<file path="src/rtl/pwr_pkg.sv">
// Package: shared types and constants of the posted write replayer.
// Assumes a 4-bit bus command field in the low bits of C/BE.
package pwr_pkg;

    // Sequencer states
    typedef enum logic [2:0] {
        ST_IDLE  = 3'd0,
        ST_REQ   = 3'd1,
        ST_ADDR  = 3'd2,
        ST_DATA  = 3'd3,
        ST_END   = 3'd4,
        ST_ABORT = 3'd5,
        ST_DRAIN = 3'd6
    } pwr_state_e;

    // Memory write command code on C/BE during the address phase
    localparam logic [3:0] CMD_MEM_WRITE = 4'b0111;

endpackage

</file>
<file path="src/rtl/pwr_addr_ctr.sv">
// Module: running burst address.
// Loads the header address with the low two bits cleared and steps one DWORD
// per transferred word, so it always names the next word to send.
// Assumes load and step never occur in the same cycle.
module pwr_addr_ctr #(
    parameter int AW = 32
) (
    input  logic          clk,
    input  logic          rst_n,
    input  logic          load,
    input  logic [AW-1:0] load_val,
    input  logic          step,
    output logic [AW-1:0] addr
);
    localparam logic [AW-1:0] DWORD_BYTES = AW'(4);
    localparam logic [AW-1:0] ALIGN_MASK  = ~(AW'(3));

    // Hold the address of the next word still to be transferred
    always_ff @(posedge clk) begin
        if (!rst_n) begin
            addr <= '0;
        end else if (load) begin
            addr <= load_val & ALIGN_MASK;
        end else if (step) begin
            addr <= addr + DWORD_BYTES;
        end
    end
endmodule

</file>
<file path="src/rtl/pwr_devsel_timer.sv">
// Module: target claim watchdog.
// Re-armed on each address phase. It counts the edges of the data phase until
// the target claims, and flags a timeout at the TMO-th edge without a claim.
// Assumes watch is only high in the cycles after an arm.
module pwr_devsel_timer #(
    parameter int TMO = 5
) (
    input  logic clk,
    input  logic rst_n,
    input  logic arm,
    input  logic watch,
    input  logic devsel_n,
    output logic timeout
);
    localparam int CW = $clog2(TMO + 1);
    localparam logic [CW-1:0] LIMIT = CW'(TMO - 1);

    logic [CW-1:0] cnt;
    logic          seen;

    // Count claim-less edges and remember a claim for the rest of the transaction
    always_ff @(posedge clk) begin
        if (!rst_n) begin
            cnt  <= '0;
            seen <= 1'b0;
        end else if (arm) begin
            cnt  <= '0;
            seen <= 1'b0;
        end else if (watch && !seen) begin
            if (!devsel_n) begin
                seen <= 1'b1;
            end else if (cnt != LIMIT) begin
                cnt <= cnt + 1'b1;
            end
        end
    end

    // Timeout when the last allowed edge passes without a claim
    always_comb begin
        timeout = watch && !seen && devsel_n && (cnt == LIMIT);
    end
endmodule

</file>
<file path="src/rtl/pwr_seq.sv">
// Module: transaction sequencer.
// Takes headers, requests the bus, runs the address and data phases, handles
// stop and timeout, and drains abandoned bursts.
// Assumes a show-ahead queue whose head is stable until it is popped.
module pwr_seq
    import pwr_pkg::*;
(
    input  logic       clk,
    input  logic       rst_n,
    input  logic       fifo_empty,
    input  logic       fifo_hdr,
    input  logic       fifo_last,
    input  logic       gnt_n,
    input  logic       frame_n_i,
    input  logic       irdy_n_i,
    input  logic       trdy_n_i,
    input  logic       stop_n_i,
    input  logic       timeout,
    output pwr_state_e state,
    output logic       hdr_pop,
    output logic       xfer,
    output logic       fifo_rd,
    output logic       req_n,
    output logic       frame_n_o,
    output logic       irdy_n_o,
    output logic       mst_oe,
    output logic       arm,
    output logic       watch,
    output logic       abort_err
);
    pwr_state_e nxt;
    logic       resume;
    logic       avail;
    logic       hdr_head;
    logic       stop_seen;
    logic       done_last;

    // Classify the queue head and the target response of this cycle
    always_comb begin
        avail     = !fifo_empty && !fifo_hdr;
        hdr_head  = !fifo_empty && fifo_hdr;
        xfer      = (state == ST_DATA) && avail && !trdy_n_i;
        stop_seen = (state == ST_DATA) && avail && !stop_n_i;
        done_last = xfer && fifo_last;
        hdr_pop   = (state == ST_IDLE) && hdr_head;
    end

    // Next-state selection
    always_comb begin
        nxt = state;
        unique case (state)
            ST_IDLE:  if (hdr_head) nxt = ST_REQ;
            ST_REQ:   if (!gnt_n && frame_n_i && irdy_n_i) nxt = ST_ADDR;
            ST_ADDR:  nxt = ST_DATA;
            ST_DATA: begin
                if (timeout)        nxt = ST_ABORT;
                else if (done_last) nxt = ST_END;
                else if (stop_seen) nxt = ST_END;
            end
            ST_END:   nxt = resume ? ST_REQ : ST_IDLE;
            ST_ABORT: nxt = ST_DRAIN;
            ST_DRAIN: if (avail && fifo_last) nxt = ST_IDLE;
            default:  nxt = ST_IDLE;
        endcase
    end

    // State register and the flag that says a stopped burst still has words
    always_ff @(posedge clk) begin
        if (!rst_n) begin
            state  <= ST_IDLE;
            resume <= 1'b0;
        end else begin
            state <= nxt;
            if (state == ST_DATA && nxt == ST_END) begin
                resume <= !done_last;
            end
        end
    end

    // Bus and queue controls decoded from the state
    always_comb begin
        req_n     = !((state == ST_REQ) || (state == ST_ADDR));
        mst_oe    = (state == ST_ADDR) || (state == ST_DATA) ||
                    (state == ST_END)  || (state == ST_ABORT);
        frame_n_o = 1'b1;
        irdy_n_o  = 1'b1;
        if (state == ST_ADDR) begin
            frame_n_o = 1'b0;
        end else if (state == ST_DATA) begin
            irdy_n_o  = !avail;
            frame_n_o = avail && fifo_last;
        end
        fifo_rd   = hdr_pop || xfer || ((state == ST_DRAIN) && avail);
        arm       = (state == ST_ADDR);
        watch     = (state == ST_DATA);
        abort_err = (state == ST_ABORT);
    end
endmodule

</file>
<file path="src/rtl/posted_write_replayer.sv">
// Module: top of the posted write replayer.
// Ties the sequencer, the address counter and the claim watchdog together and
// muxes address or data onto AD and command or byte enables onto C/BE.
// Assumes DW is a multiple of 32 so C/BE is at least 4 bits wide.
module posted_write_replayer
    import pwr_pkg::*;
#(
    parameter int DW         = 32,
    parameter int DEVSEL_TMO = 5
) (
    input  logic              clk,
    input  logic              rst_n,
    input  logic              fifo_empty,
    input  logic              fifo_hdr,
    input  logic              fifo_last,
    input  logic [DW-1:0]     fifo_data,
    input  logic [DW/8-1:0]   fifo_be_n,
    output logic              fifo_rd,
    output logic              req_n,
    input  logic              gnt_n,
    input  logic              frame_n_i,
    input  logic              irdy_n_i,
    input  logic              trdy_n_i,
    input  logic              stop_n_i,
    input  logic              devsel_n_i,
    output logic              mst_oe,
    output logic              frame_n_o,
    output logic              irdy_n_o,
    output logic [DW-1:0]     ad_o,
    output logic [DW/8-1:0]   cbe_n_o,
    output logic              abort_err
);
    localparam int BEW = DW / 8;
    localparam logic [BEW-1:0] CMD_FIELD = BEW'(CMD_MEM_WRITE);

    pwr_state_e      state;
    logic            hdr_pop;
    logic            xfer;
    logic            arm;
    logic            watch;
    logic            timeout;
    logic [DW-1:0]   addr;

    pwr_seq u_seq (
        .clk        (clk),
        .rst_n      (rst_n),
        .fifo_empty (fifo_empty),
        .fifo_hdr   (fifo_hdr),
        .fifo_last  (fifo_last),
        .gnt_n      (gnt_n),
        .frame_n_i  (frame_n_i),
        .irdy_n_i   (irdy_n_i),
        .trdy_n_i   (trdy_n_i),
        .stop_n_i   (stop_n_i),
        .timeout    (timeout),
        .state      (state),
        .hdr_pop    (hdr_pop),
        .xfer       (xfer),
        .fifo_rd    (fifo_rd),
        .req_n      (req_n),
        .frame_n_o  (frame_n_o),
        .irdy_n_o   (irdy_n_o),
        .mst_oe     (mst_oe),
        .arm        (arm),
        .watch      (watch),
        .abort_err  (abort_err)
    );

    pwr_addr_ctr #(.AW(DW)) u_addr (
        .clk      (clk),
        .rst_n    (rst_n),
        .load     (hdr_pop),
        .load_val (fifo_data),
        .step     (xfer),
        .addr     (addr)
    );

    pwr_devsel_timer #(.TMO(DEVSEL_TMO)) u_tmo (
        .clk      (clk),
        .rst_n    (rst_n),
        .arm      (arm),
        .watch    (watch),
        .devsel_n (devsel_n_i),
        .timeout  (timeout)
    );

    // Address phase carries address and command, every other cycle the head word
    always_comb begin
        if (state == ST_ADDR) begin
            ad_o    = addr;
            cbe_n_o = CMD_FIELD;
        end else begin
            ad_o    = fifo_data;
            cbe_n_o = fifo_be_n;
        end
    end
endmodule

</file>
<file path="config.mk">
export PLATFORM = sky130hd
export DESIGN_NAME = posted_write_replayer
export DESIGN_NICKNAME = d
export VERILOG_FILES = /design/src/rtl/pwr_pkg.sv /design/src/rtl/pwr_addr_ctr.sv /design/src/rtl/pwr_devsel_timer.sv /design/src/rtl/pwr_seq.sv /design/src/rtl/posted_write_replayer.sv
export SDC_FILE = /design/constraint.sdc
export NUM_CORES = 1
export LEC_CHECK = 0
export ABC_AREA = 0
export BUFFER_PORTS_ARGS = -buffer_cell sky130_fd_sc_hd__clkbuf_2
export CORE_MARGIN = 1
export CORE_UTILIZATION = 55
export DETAILED_ROUTE_END_ITERATION = 12
export PLACE_DENSITY = 0.83
export SLEW_MARGIN = 30
export SYNTH_ARGS = -nofsm -noshare
export SYNTH_HDL_FRONTEND = slang
export SYNTH_SLANG_ARGS = --single-unit
</file>
<file path="constraint.sdc">
create_clock -name clk -period 5.71 [get_ports clk]
set_input_delay 0.571 -clock clk [delete_from_list [all_inputs] [get_ports clk]]
set_output_delay 0.571 -clock clk [all_outputs]
set_load 0.02 [all_outputs]
</file>
Word level (Yosys, flattened, before mapping)

Cells that the tools add are included.

Logic and storage cells: 71
Register bits after elaboration: 40
Output and inout port bits: 42

Reduce and logical (&&, ||, !) cells: 36
Bitwise logic cells: 2
Multiplexer cells: 16
Equality and inequality tests: 9
Add/subtract/negate cells: 2

Operators by type and width:

| operator                                      | count |
|---|---|
| two-way mux 32 bit                            | 3 |
| adder 32 x 3 -> 32 bit, second input constant | 1 |
| one-hot mux 3 bit (7 select lines)            | 1 |
| two-way mux 3 bit                             | 6 |
| == test 3 bit, second input constant          | 5 |
| logical AND 1 bit                             | 15 |
| logical NOT 1 bit                             | 9 |
| == test 3 x 2 -> 1 bit, second input constant | 2 |
| logical OR 1 bit                              | 6 |
| two-way mux 1 bit                             | 5 |
| two-way mux 4 bit                             | 1 |
| OR reduction 2 bit                            | 2 |
| adder 3 x 1 -> 3 bit, second input constant   | 1 |
| == test 3 x 1 -> 1 bit, second input constant | 1 |
| logical NOT 3 bit                             | 1 |
| inequality test 3 bit, second input constant  | 1 |
| AND reduction 3 bit                           | 1 |
| inverter 1 bit                                | 2 |
| AND reduction 2 bit                           | 1 |
| nonzero test 2 bit                            | 1 |

Depth between registers and ports, before layout

Depth after elaboration: 10
Mapped depth: 7
Mapped depth without buffers: 7

Cells and area by module

Synthesis repeated with hierarchy kept, for this count alone.

Cells, all modules: 370
Area, all modules: 3,138.0 um2

By module, submodules not included:

| module                | area each (um2) | cells an instance | seq. area each (um2) | times used |
|---|---|---|---|---|
| pwr_addr_ctr          | 1,923.1         | 248               | 600.6                | 1 |
| posted_write_replayer | 566.8           | 41                | 0.0                  | 1 |
| pwr_seq               | 417.9           | 55                | 80.1                 | 1 |
| pwr_devsel_timer      | 230.2           | 26                | 80.1                 | 1 |

Worst setup path before layout

No wires, ideal clock.

Path kind: register to output
Start: register u_seq.state[1]
End: output ad_o[10]
Cell stages (with the launch flop): 6
Path buffers: 2
Path slack: 3,472 ps
Arrival time: 1,667 ps
Path through: dfxtp_1 buf_2 inv_1 nor3_4 buf_2 mux2_2

Word-level cells in the longest chain between the ends: 2

RTL lines:

| element                | line                        | text |
|---|---|---|
| from (decl)            | pwr_seq.sv:19               | `output pwr_state_e state,` |
| from (signal assigned) | pwr_seq.sv:73               | `state <= nxt;` |
| == test 3 x 2 -> 1 bit | posted_write_replayer.sv:89 | `if (state == ST_ADDR) begin` |
| two-way mux 32 bit     | posted_write_replayer.sv:89 |  |
| to (decl)              | posted_write_replayer.sv:29 | `output logic [DW-1:0] ad_o,` |

Every way passes these cells.

Final worst setup path

Start: register u_seq.state[1]
End: output ad_o[23]

Same word-level chain as after synthesis.

==> key figures <==
Setup path
  – Startpoint types: register
  – CP max stage cell: dfxtp_1
  – Worst-path cell chain: inv_1 -> nor3_4 -> buf_4 -> mux2_2 -> clkbuf_2
  – CP required: around 5.1 ns
  – Crit Path Class: register to output port
  – Delay of the slowest critical-path stage: 0.60 ns
  – Worst EP arrival: roughly 2.6 ns
  – Endpoint type of the worst setup path: output port
  – Max FO, Critical Path: 25

Detailed routing
  – Initial drt markers: between 200 and 250
  – DR DRC count: 0
  – Vias/cell: approximately 6.1
  – Met2 WL: 3460 um
  – Via count: between 2,000 and 3,000
  – Met3 routed WL: between 400 and 500 um
  – Drt first pass iters: 5
  – Max layer used: met4
  – Routed WL: about 7100 um
  – WL per Instance: 14.6 um
  – DRT met1 WL: 3040 um
  – Routed Antenna Nets: 0

STA
  – Setup violations, final: 0
  – Crit share post-route: between 50% and 60%
  – Final Hold Vio Count: 0
  – Setup TNS: 0 ns
  – RSZ-0062 raised after global routing: no
  – Worst slew margin: between 30% and 40%
  – Fmax: 316 MHz
  – Pins Over Slew Limit: 0
  – Min Tclk post-route: 3.17 ns
  – Clock Skew: about 0.007 ns
  – Slew of the pin with the lowest slew margin: 0.947 ns

Synthesis
  – Cell taking the most area after synthesis: dfxtp_1
  – Synth top area cells: dfxtp_1 (28%), mux2_2 (12%), nor2_1 (4.2%)
  – Ys async rst share: 0%
  – Synth unique cells: 56
  – Syn Nets: approximately 400
  – Synth Area per Inst: 8.06 um2
  – Synthesized instance count: 341
  – EDFF count, synth: 0
  – Top_reg_cell synth: dfxtp_1
  – Post-synthesis register bit count: 38
  – Netlist Area Pre-Place: 2750 um2
  – Yosys warning count: 0
  – Yosys top cell area share: between 20% and 30%
  – Most numerous cell in the Yosys netlist: dfxtp_1
  – Seq/Total Area, Yosys: ~28%
  – Synth cell count leaders: dfxtp_1 (38), nor2_1 (31), mux2_2 (30), nand2_1 (29), nand3_1 (22)

Clock tree
  – CTS resizes: 0
  – Hold_buf cts: 0
  – CTS root buffer: clkbuf_8
  – # Post-CTS Setup Buffers: 0
  – CTS tree: yes
  – H-Tree Depth: 2
  – Clock buffer count from CTS: 5
  – Clk buf depth: 2
  – Clk slew on worst S/H paths: around 0.07 ns
  – Clock latency on the worst-skew pair: between 0.2 and 0.3 ns
  – Sink Count: 38

Status
  – Status: finished clean

Power and ir drop
  – P per Cell Area: 189 nW/um2
  – Static leakage: about 0.0013 uW
  – Overall Power: 623 uW
  – Peak VDD IR: approximately 0.13 mV

Floorplanning
  – Starting density of the core: 57.8%
  – # rows: 25
  – Core area: 4750 um2
  – I/O Pins: around 90
  – Full die area: 5280 um2
  – Die Ht: ~73 um
  – Die X: just over 70 um

Layout
  – ANT cells: 0
  – Area Growth Syn to Fin: 19.9%
  – Share of post-route cells with drive strength above 1: around a third
  – Nets: 469

Placed design
  – GPL Wtd Cong: between 0.8 and 0.9
  – DP Wirelength: ~5200 um
  – Port Buffers: a little under 90

GRT
  – Vias in the first global route: about 2,600
  – GRT Total Usage: between 20% and 30%
  – Pin count of the biggest net entering global routing: 30
  – Total grt overflow: 0
  – First-pass GRT wire length: between 10,000 and 15,000 um
  – Initial antenna violation count: 0

Hold path
  – Hold/Removal Path Class: register to register

Flow run
  – MaxCap Viol Count: 0
==> report_power, final <==
| part | total (uW) | switching (uW) | internal (uW) | leakage, uW |
|---|---|---|---|---|
| clock network | 194 | 96.6 | 97.5 | 0.0000482 |
| registers | 298 | 19.9 | 278 | 0.000310 |
| logic | 131 | 75.2 | 56.0 | 0.000942 |
| total | 623 | 192 | 431 | 0.00130 |
==> kinds of logic (layout without fill, tap and decap cells) <==
| kind of cell | count (synthesis) | in the layout | synth area share, % |
|---|---|---|---|
| and+or+nand+nor | 141 | 141 | 29.9 |
| adders and majority gates | 3 | 3 | 1.37 |
| xor gates and xnor gates | 10 | 10 | 3.19 |
| DFF | 38 | 38 | 27.7 |
| muxes | 33 | 33 | 13.4 |
| AOI/OAI and AO/OA | 86 | 86 | 19.9 |
| buffers and inverters | 30 | 109 | 4.55 |
==> final cells by class <==
class	count	area, um2
inverter	11	41.3
fill	411	1460
multi-input combinational	273	1860
timing repair buffer	90	455
clock inverter	1	5.00
sequential	38	761
clock buffer	7	86.3
tap	67	83.8
==> placed cells by master (no fill, tap or decap), drive strengths merged, types with 4 or more instances in the layout <==
| cell | n |
|---|---|
| xor2 | 7 |
| a22oi | 11 |
| inv | 11 |
| mux2 | 31 |
| or3 | 6 |
| nand4 | 11 |
| or2 | 4 |
| nand2 | 29 |
| nand3 | 23 |
| nor2 | 31 |
| nor3 | 9 |
| a21oi | 21 |
| clkbuf | 95 |
| a31oi | 17 |
| or4 | 4 |
| nor4 | 4 |
| nor2b | 5 |
| dfxtp | 38 |
| o21ai | 17 |
==> worst paths after layout <==
| path | slack, ns | from | cells after the start | end |
|---|---|---|---|---|
| worst max-delay path | 2.54 | u_seq.state[1] | 5 | ad_o[23] |
| worst min-delay path | 0.50 | u_addr.addr[3] | 2 | u_addr.addr[3] |
| worst max register to register | 3.02 | u_seq.state[0] | 5 | u_addr.addr[31] |
| worst min register to register | 0.50 | u_addr.addr[3] | 2 | u_addr.addr[3] |
==> routing by layer <==
metal / vias up / GRT usage (%)
met2: 134 / 48.3
met1: 1365 / 34.2
met5: - / 0
li1: 1440 / -
met3: 12 / 4.01
met4: 0 / 12.6
==> state kept, by name, summed over array words and instances, names as in the netlist <==
signal,count
u_seq.state,3
u_seq.resume,1
u_tmo.seen,1
u_tmo.cnt,3
u_addr.addr,30
==> critical path: cells and delay by family (launching register included) <==
family / cells / cell delay (ns)
buf+inv: 3 / 0.75
flops: 1 / 0.60
simple gates: 1 / 0.57
mux: 1 / 0.38
==> through the flow <==
step	setup WS, ns	cell area (um2)	utilization (%)	instances	hold slack (ns)
after floorplan	3.47	2750	-	341	0.452
after global placement	2.96	3200	67.4	479	0.464
after detailed placement	2.88	3200	67.4	479	0.490
after CTS	2.55	3290	69.3	487	0.500
after global routing	2.38	3300	69.3	487	0.507
final	2.54	3300	69.3	487	0.501
Power figures use the tool's default switching activity.
